## src/rtl/evtmr_pkg.sv

```systemverilog
package evtmr_pkg;

    localparam int REG_W = 64;
    localparam int WIN_W = 10;

    localparam logic [WIN_W-1:0] OFF_CAP     = 10'h000;
    localparam logic [WIN_W-1:0] OFF_GCFG    = 10'h010;
    localparam logic [WIN_W-1:0] OFF_STAT    = 10'h020;
    localparam logic [WIN_W-1:0] OFF_COUNT   = 10'h0F0;
    localparam logic [WIN_W-1:0] OFF_CH_BASE = 10'h100;

    localparam logic [4:0] SUB_CFG   = 5'h00;
    localparam logic [4:0] SUB_CMP   = 5'h08;
    localparam logic [4:0] SUB_ROUTE = 5'h10;

    localparam logic [REG_W-1:0] GCFG_WMASK = 64'h0000_0000_0000_0003;
    localparam logic [REG_W-1:0] CCFG_WMASK = 64'h0000_0000_0000_3F4E;
    localparam logic [REG_W-1:0] CCFG_RST   = 64'h00F0_0000_0000_0030;
    localparam int               MODE32_BIT = 8;

    typedef enum logic [2:0] {
        SEL_NONE,
        SEL_CAP,
        SEL_GCFG,
        SEL_STAT,
        SEL_COUNT,
        SEL_CCFG,
        SEL_CCMP,
        SEL_CROUTE
    } reg_sel_e;

    typedef struct packed {
        logic [REG_W-1:0] cfg;
        logic [REG_W-1:0] cmp;
        logic [REG_W-1:0] route;
    } chan_regs_t;

endpackage

```

## src/rtl/evtmr_access.sv

```systemverilog
module evtmr_access (
    input  logic [2:0]  lo_addr,
    input  logic [3:0]  len,
    output logic        acc_ok,
    output logic [5:0]  bit_shift,
    output logic [63:0] byte_mask,
    output logic [63:0] lane_mask
);
    logic [3:0] len_m1;
    logic       len_bad;
    logic       misalign;

    always_comb begin
        len_m1    = len - 4'd1;
        len_bad   = (len == 4'd0) || (len > 4'd8);
        misalign  = |({1'b0, lo_addr} & len_m1);
        acc_ok    = !len_bad && !misalign;
        bit_shift = {lo_addr, 3'b000};
        if (len == 4'd8)
            byte_mask = '1;
        else
            byte_mask = (64'd1 << {len[2:0], 3'b000}) - 64'd1;
        lane_mask = byte_mask << bit_shift;
    end
endmodule

```

## src/rtl/evtmr_counter.sv

```systemverilog
module evtmr_counter #(
    parameter int W = 64
) (
    input  logic         clk,
    input  logic         rst_n,
    input  logic         run,
    input  logic         tick_en,
    input  logic         load,
    input  logic [W-1:0] load_val,
    output logic [W-1:0] cnt_q
);
    logic [W-1:0] cnt_d;

    always_comb begin
        cnt_d = cnt_q;
        if (load)
            cnt_d = load_val;
        else if (run && tick_en)
            cnt_d = cnt_q + W'(1);
    end

    always_ff @(posedge clk or negedge rst_n) begin
        if (!rst_n) cnt_q <= '0;
        else        cnt_q <= cnt_d;
    end


    cnt_step_chk: assert property (@(posedge clk) disable iff (!rst_n)
        (!load && run && tick_en) |=> (cnt_q == $past(cnt_q) + W'(1)));


    cnt_freeze_chk: assert property (@(posedge clk) disable iff (!rst_n)
        (!load && !(run && tick_en)) |=> $stable(cnt_q));


    cnt_load_chk: assert property (@(posedge clk) disable iff (!rst_n)
        load |=> (cnt_q == $past(load_val)));
endmodule

```

## src/rtl/evtmr_channel.sv

```systemverilog
module evtmr_channel
    import evtmr_pkg::*;
(
    input  logic             clk,
    input  logic             rst_n,
    input  logic             wr_cfg,
    input  logic             wr_cmp,
    input  logic             wr_route,
    input  logic [REG_W-1:0] wval,
    output logic [REG_W-1:0] cfg_q,
    output logic [REG_W-1:0] cmp_q,
    output logic [REG_W-1:0] route_q
);
    chan_regs_t st_d, st_q;

    always_comb begin
        st_d = st_q;
        if (wr_cfg) begin
            st_d.cfg = (wval & CCFG_WMASK) | (st_q.cfg & ~CCFG_WMASK);
            if (wval[MODE32_BIT])
                st_d.cmp = {32'd0, st_q.cmp[31:0]};
        end
        if (wr_cmp)
            st_d.cmp = wval;
        if (wr_route)
            st_d.route = wval;
    end

    always_ff @(posedge clk or negedge rst_n) begin
        if (!rst_n) begin
            st_q.cfg   <= CCFG_RST;
            st_q.cmp   <= '1;
            st_q.route <= '0;
        end else begin
            st_q <= st_d;
        end
    end

    assign cfg_q   = st_q.cfg;
    assign cmp_q   = st_q.cmp;
    assign route_q = st_q.route;


    cfg_fixed_bits_chk: assert property (@(posedge clk) disable iff (!rst_n)
        1'b1 |=> ((cfg_q & ~CCFG_WMASK) == ($past(cfg_q) & ~CCFG_WMASK)));


    mode32_trunc_chk: assert property (@(posedge clk) disable iff (!rst_n)
        (wr_cfg && wval[MODE32_BIT]) |=> (cmp_q[63:32] == 32'd0));
endmodule

```

## src/rtl/evtmr_regbank.sv

```systemverilog
module evtmr_regbank
    import evtmr_pkg::*;
#(
    parameter int          ADDR_W  = 16,
    parameter int          NUM_CH  = 3,
    parameter logic [31:0] TICK_FS = 32'd10000000
) (
    input  logic                    clk,
    input  logic                    rst_n,
    input  logic                    tick_en,
    input  logic                    req_valid,
    input  logic                    req_write,
    input  logic [ADDR_W-1:0]       req_addr,
    input  logic [3:0]              req_len,
    input  logic [63:0]             req_wdata,
    output logic [63:0]             rd_data,
    output logic                    glb_enable,
    output logic                    legacy_route,
    output logic [63:0]             main_count,
    output logic [NUM_CH*REG_W-1:0] ch_cfg,
    output logic [NUM_CH*REG_W-1:0] ch_cmp,
    output logic [NUM_CH*REG_W-1:0] ch_route
);
    localparam logic [REG_W-1:0] CAP_WORD =
        {TICK_FS, 16'h8086, 3'b101, 5'(NUM_CH - 1), 8'h01};

    logic [WIN_W-1:0] win_off;
    logic [WIN_W-1:0] word_off;
    logic [WIN_W-1:0] ch_rel;
    logic [4:0]       ch_idx;
    reg_sel_e         sel;
    logic             acc_ok;
    logic [5:0]       bit_shift;
    logic [63:0]      byte_mask;
    logic [63:0]      lane_mask;
    logic [63:0]      old_val;
    logic [63:0]      merged;
    logic             wr_go;
    logic [1:0]       gcfg_d, gcfg_q;
    logic [63:0]      cnt_q;
    logic             unused_addr;

    logic [REG_W-1:0] cfg_w   [NUM_CH];
    logic [REG_W-1:0] cmp_w   [NUM_CH];
    logic [REG_W-1:0] route_w [NUM_CH];

    assign win_off     = req_addr[WIN_W-1:0];
    assign unused_addr = ^req_addr;

    evtmr_access u_access (
        .lo_addr   (win_off[2:0]),
        .len       (req_len),
        .acc_ok    (acc_ok),
        .bit_shift (bit_shift),
        .byte_mask (byte_mask),
        .lane_mask (lane_mask)
    );

    always_comb begin
        word_off = {win_off[WIN_W-1:3], 3'b000};
        ch_rel   = word_off - OFF_CH_BASE;
        ch_idx   = ch_rel[9:5];
        sel      = SEL_NONE;
        if (word_off == OFF_CAP)        sel = SEL_CAP;
        else if (word_off == OFF_GCFG)  sel = SEL_GCFG;
        else if (word_off == OFF_STAT)  sel = SEL_STAT;
        else if (word_off == OFF_COUNT) sel = SEL_COUNT;
        else if (word_off >= OFF_CH_BASE && ch_idx < 5'(NUM_CH)) begin
            case (ch_rel[4:0])
                SUB_CFG:   sel = SEL_CCFG;
                SUB_CMP:   sel = SEL_CCMP;
                SUB_ROUTE: sel = SEL_CROUTE;
                default:   sel = SEL_NONE;
            endcase
        end
    end

    always_comb begin
        old_val = '0;
        case (sel)
            SEL_CAP:   old_val = CAP_WORD;
            SEL_GCFG:  old_val = {62'd0, gcfg_q};
            SEL_COUNT: old_val = cnt_q;
            SEL_CCFG, SEL_CCMP, SEL_CROUTE: begin
                for (int i = 0; i < NUM_CH; i++) begin
                    if (ch_idx == 5'(i)) begin
                        if (sel == SEL_CCFG)      old_val = cfg_w[i];
                        else if (sel == SEL_CCMP) old_val = cmp_w[i];
                        else                      old_val = route_w[i];
                    end
                end
            end
            default:   old_val = '0;
        endcase
    end

    always_comb begin
        merged  = ((req_wdata << bit_shift) & lane_mask) | (old_val & ~lane_mask);
        wr_go   = req_valid && req_write && acc_ok;
        rd_data = acc_ok ? ((old_val >> bit_shift) & byte_mask) : '1;
    end

    always_comb begin
        gcfg_d = gcfg_q;
        if (wr_go && sel == SEL_GCFG)
            gcfg_d = merged[1:0] & GCFG_WMASK[1:0];
    end

    always_ff @(posedge clk or negedge rst_n) begin
        if (!rst_n) gcfg_q <= '0;
        else        gcfg_q <= gcfg_d;
    end

    evtmr_counter #(.W(64)) u_counter (
        .clk      (clk),
        .rst_n    (rst_n),
        .run      (gcfg_q[0]),
        .tick_en  (tick_en),
        .load     (wr_go && sel == SEL_COUNT),
        .load_val (merged),
        .cnt_q    (cnt_q)
    );

    for (genvar g = 0; g < NUM_CH; g++) begin : g_ch
        evtmr_channel u_ch (
            .clk      (clk),
            .rst_n    (rst_n),
            .wr_cfg   (wr_go && sel == SEL_CCFG   && ch_idx == 5'(g)),
            .wr_cmp   (wr_go && sel == SEL_CCMP   && ch_idx == 5'(g)),
            .wr_route (wr_go && sel == SEL_CROUTE && ch_idx == 5'(g)),
            .wval     (merged),
            .cfg_q    (cfg_w[g]),
            .cmp_q    (cmp_w[g]),
            .route_q  (route_w[g])
        );
        assign ch_cfg[g*REG_W +: REG_W]   = cfg_w[g];
        assign ch_cmp[g*REG_W +: REG_W]   = cmp_w[g];
        assign ch_route[g*REG_W +: REG_W] = route_w[g];
    end

    assign glb_enable   = gcfg_q[0];
    assign legacy_route = gcfg_q[1];
    assign main_count   = cnt_q;


    rej_write_gcfg_chk: assert property (@(posedge clk) disable iff (!rst_n)
        (req_valid && req_write && !acc_ok) |=> $stable(gcfg_q));


    undecoded_write_chk: assert property (@(posedge clk) disable iff (!rst_n)
        (req_valid && req_write && sel == SEL_NONE) |=> $stable(gcfg_q));


    rej_write_cnt_chk: assert property (@(posedge clk) disable iff (!rst_n)
        (req_valid && req_write && !acc_ok && !(gcfg_q[0] && tick_en))
            |=> $stable(cnt_q));
endmodule

```

## config.mk

```make
export PLATFORM = sky130hd
export DESIGN_NAME = evtmr_regbank
export DESIGN_NICKNAME = d
export VERILOG_FILES = /design/src/rtl/evtmr_pkg.sv /design/src/rtl/evtmr_access.sv /design/src/rtl/evtmr_counter.sv /design/src/rtl/evtmr_channel.sv /design/src/rtl/evtmr_regbank.sv
export SDC_FILE = /design/constraint.sdc
export NUM_CORES = 1
export LEC_CHECK = 0
export BUFFER_PORTS_ARGS = -buffer_cell sky130_fd_sc_hd__buf_2
export CORE_AREA = 2 2 308 310
export CTS_BUF_LIST = sky130_fd_sc_hd__clkbuf_8
export DETAILED_ROUTE_END_ITERATION = 6
export DIE_AREA = 0 0 310 312
export HOLD_SLACK_MARGIN = 0.12
export SETUP_SLACK_MARGIN = 0.3
export SLEW_MARGIN = 20
export SYNTH_ARGS = -nofsm -noshare
export SYNTH_HDL_FRONTEND = slang
export SYNTH_SLANG_ARGS = --single-unit
```

## constraint.sdc

```tcl
create_clock -name clk -period 4.1 [get_ports clk]
set_input_delay 0.41 -clock clk [delete_from_list [all_inputs] [get_ports clk]]
set_output_delay 0.41 -clock clk [all_outputs]
set_load 0.02 [all_outputs]
```

==> impl_metrics.sql <==
INSERT INTO impl_metrics (metric_group, metric, value, unit) VALUES
('power_and_ir_drop', 'power.leakage', '0.01934', 'µW'),
('critical_path', 'crit_path_top_delay_cell', 'sky130_fd_sc_hd__o31ai_4', ''),
('routing', 'detail_route.wirelength', '173.0', 'mm'),
('routing', 'drt_pre_antenna_iters', '6', ''),
('timing', 'finClkSkew', '0.05065', 'ns'),
('routing', 'drt.antenna.violating_nets', '0', ''),
('clock_network', 'worst_skew_late_latency', '0.72', 'ns'),
('die', 'core', '93050', 'µm²'),
('status', 'outcome', 'finished clean', ''),
('routing', 'drt-vias-per-instance', '5.692', ''),
('cells_and_area', 'drive_gt1_share', '44.73', '%'),
('die', 'die_height', '312', 'µm'),
('cells_and_area', 'top_library_cells_by_usage_in_the_layout_fill_and_taps_aside', 'sky130_fd_sc_hd__nand2_1 (582), sky130_fd_sc_hd__buf_2 (573), sky130_fd_sc_hd__buf_4 (445), sky130_fd_sc_hd__o21ai_0 (314), sky130_fd_sc_hd__dfrtp_1 (288)', ''),
('logic_synthesis', 'ys_types', '111', ''),
('clock_network', 'cts.clk_slew.worst_paths', '0.06', 'ns'),
('logic_synthesis', 'yosys.area_share.xor_xnor', '1.843', '%'),
('grt', 'globalRouteOverflowTotal', '0', ''),
('logic_synthesis', 'synth_top_cell_by_area', 'sky130_fd_sc_hd__dfrtp_1', ''),
('critical_path', 'path_max_fanout', '7', ''),
('power_and_ir_drop', 'peakVddDrop', '210.3', 'µV'),
('die', 'floorplan.die_area', '96720', 'µm²'),
('logic_synthesis', 'synthesis.instances', '3314', ''),
('critical_path', 'critPathBufInv', '10', ''),
('timing', 'final_period_minus_worst_setup_slack', '4.081', 'ns'),
('clock_network', 'numClockSinks', '480', ''),
('critical_path', 'worst_ep_arrival_time', '3.67', 'ns'),
('critical_path', 'r2r_end', 'u_counter.cnt_q[54]', ''),
('logic_synthesis', 'compound_gate_portion_of_the_synthesized_area', '21.94', '%'),
('logic_synthesis', 'synth-seq-cells', '480', ''),
('cells_and_area', 'final_core_util', '45.42', '%'),
('timing', 'worst_pin_slew', '0.9521', 'ns'),
('logic_synthesis', 'synth_top_cells_by_area', 'sky130_fd_sc_hd__dfrtp_1 (24%), sky130_fd_sc_hd__dfstp_2 (17%), sky130_fd_sc_hd__nand2_1 (7.6%)', ''),
('cells_and_area', 'total_number_of_nets_in_the_final_design', '4427', ''),
('timing', 'slew-limit-headroom', '36.23', '%'),
('place', 'detailedPlacementHpwl', '133.8', 'mm'),
('routing', 'drt_iter0_markers', '3896', ''),
('critical_path', 'critical_path_required', '3.69', 'ns'),
('timing', 'totalNegativeSetupSlack', '0', 'ns'),
('critical_path', 'reg2reg_depth', '8', ''),
('logic_synthesis', 'synth-adder-area-share', '0.5016', '%'),
('critical_path', 'timing.critical_path.from', 'req_addr[4]', ''),
('timing', 'finalCritPeriodShare', '99.53', '%'),
('critical_path', 'reg2reg_setup_slack', '0.76', 'ns'),
('power_and_ir_drop', 'cellPowerDensity', '280.2', 'nW/µm²'),
('clock_network', 'numCtsBuffers', '81', ''),
('die', 'die_width', '310', 'µm'),
('timing', 'rsz_0062_raised_after_global_routing', 'true', ''),
('clock_network', 'cts-root-to-sink-buffers', '3', ''),
('logic_synthesis', 'yosysSeqAreaShare', '40.93', '%'),
('routing', 'wl_per_cell', '30.60', 'µm'),
('critical_path', 'worst_setup_path_end_kind', 'primary output', ''),
('timing', 'drv_slew', '0', ''),
('grt', 'antenna_found_initial', '16', ''),
('grt', 'grt_first_pass_wirelength', '235.8', 'mm'),
('critical_path', 'crit-reg2reg-launch', 'u_counter.cnt_q[20]', ''),
('grt', 'grt_max_degree', '90', ''),
('logic_synthesis', 'post_synth_and_or_nand_nor_area_fraction', '15.36', '%'),
('logic_synthesis', 'muxShareOfSynthArea', '10.68', '%'),
('logic_synthesis', 'yosys_most_used_dff', 'sky130_fd_sc_hd__dfrtp_1', ''),
('grt', 'via_count_of_the_first_global_routing_pass', '29750', ''),
('logic_synthesis', 'number_of_flops_mapped_to_enable_cells_by_yosys', '0', ''),
('timing', 'setup_viol', '0', ''),
('routing', 'remaining_drc_errors', '0', ''),
('die', 'core_rows', '112', ''),
('die', 'io_pins', '795', ''),
('timing', 'finalHoldViolations', '0', ''),
('logic_synthesis', 'yosys_warnings', '0', ''),
('min_path', 'hold_path_class', 'in -> reg', ''),
('critical_path', 'setup.worst_path.start_class', 'input pin', ''),
('run', 'drv_cap', '0', ''),
('place', 'gp_congestion', '1.053', '');
-- synthesized netlist by cell type (all sizes together), types with 23 or more instances --
master and instances:
a211oi 36, a21oi 150, a22o 50, a22oi 23
a31oi 39, and3 36, buf 264, clkbuf 156
dfrtp 288, dfstp 192, inv 29, mux2 102
mux2i 188, nand2 610, nand3 70, nand4 25
nor2 152, nor3 28, nor4 29, o21ai 383
o22ai 37, o2bb2ai 45, o31ai 29, xnor2 38
xor2 25
-- worst reg2reg max path: cells and delay by family, from the launching register on --
kind	cells	cell delay (ns)
mux	1	0.27
flops	1	0.55
xor+xnor	1	0.15
simple gates	6	2.24
-- timing repair --
| item | CTS | global route |
|---|---|---|
| pin swaps | 69 | 78 |
| cloned | 7 | 4 |
| setup buffers | 40 | 50 |
| setup endpoints to repair | 56 | 55 |
| hold buffers | 1 | 0 |
| resized for setup | 282 | 271 |
| hold endpoints to repair | 41 | 0 |
-- stage by stage --
stage / total power, µW / hold slack [ns] / cells / setup WS, ns / area [µm²]
floorplan: 6111 / 0.1144 / 3474 / 0.4154 / 30540
global placement: 7105 / 0.4589 / 5395 / -0.6884 / 36950
detailed placement: 7112 / 0.4646 / 5395 / -0.6660 / 36960
CTS: 11720 / 0.2298 / 5591 / 0.1480 / 40520
global route: 12190 / 0.2835 / 5648 / 0.004835 / 42250
finish: 11840 / 0.2949 / 5653 / 0.01917 / 42260
-- worst min-delay path by stage --
stage / cells after the start / startpoint / end / slack [ns]
after floorplan: 0 / rst_n / g_ch[0].u_ch.cfg_q[10] / 0.11
final: 4 / req_wdata[3] / g_ch[0].u_ch.cmp_q[3] / 0.29
after CTS: 4 / req_wdata[3] / g_ch[0].u_ch.cmp_q[3] / 0.23
after global routing: 4 / req_wdata[3] / g_ch[0].u_ch.cmp_q[3] / 0.28
after detailed placement: 2 / g_ch[2].u_ch.cmp_q[14] / g_ch[2].u_ch.cmp_q[14] / 0.46
after global placement: 2 / g_ch[2].u_ch.cmp_q[19] / g_ch[2].u_ch.cmp_q[19] / 0.46
-- routing by layer --
| metal | GRT usage (%) | wire [µm] | vias up |
|---|---|---|---|
| met4 | 16.28 | 9546 | 2 |
| met1 | 45.23 | 68530 | 16140 |
| met5 | 0 | 12 | - |
| met2 | 52.35 | 76150 | 1987 |
| met3 | 9.114 | 18730 | 384 |
| li1 | - | - | 13670 |
-- final cells by class --
type,count,area [µm²]
antenna,8,20.02
clock buffer,102,1404
clock inverter,46,255.2
fill,9052,50790
inverter,30,130.1
multi-input combinational,2545,17660
sequential,480,12250
tap,1254,1569
timing repair buffer,1188,8977
-- state kept, by name, summed over array words and instances (netlist names) --
signal             flops
g_ch.u_ch.route_q    192
g_ch.u_ch.cmp_q      192
gcfg_q                 2
u_counter.cnt_q       64
g_ch.u_ch.cfg_q       30
-- cells by family after synthesis --
kind of cell / count (synthesis)
compound gates: 975
xor+xnor: 63
fa+ha+maj: 12
buf+inv: 450
flops: 480
mux: 297
other cells: 2
simple gates: 1035
-- where the power goes --
part           switching (µW)  leakage (µW)  internal [µW]
Combinational            1610        0.0124            794
Clock                    2150      0.000959           2370
Sequential                110       0.00596           4800
Total                    3880        0.0193           7960
Power figures use the tool's default switching activity.
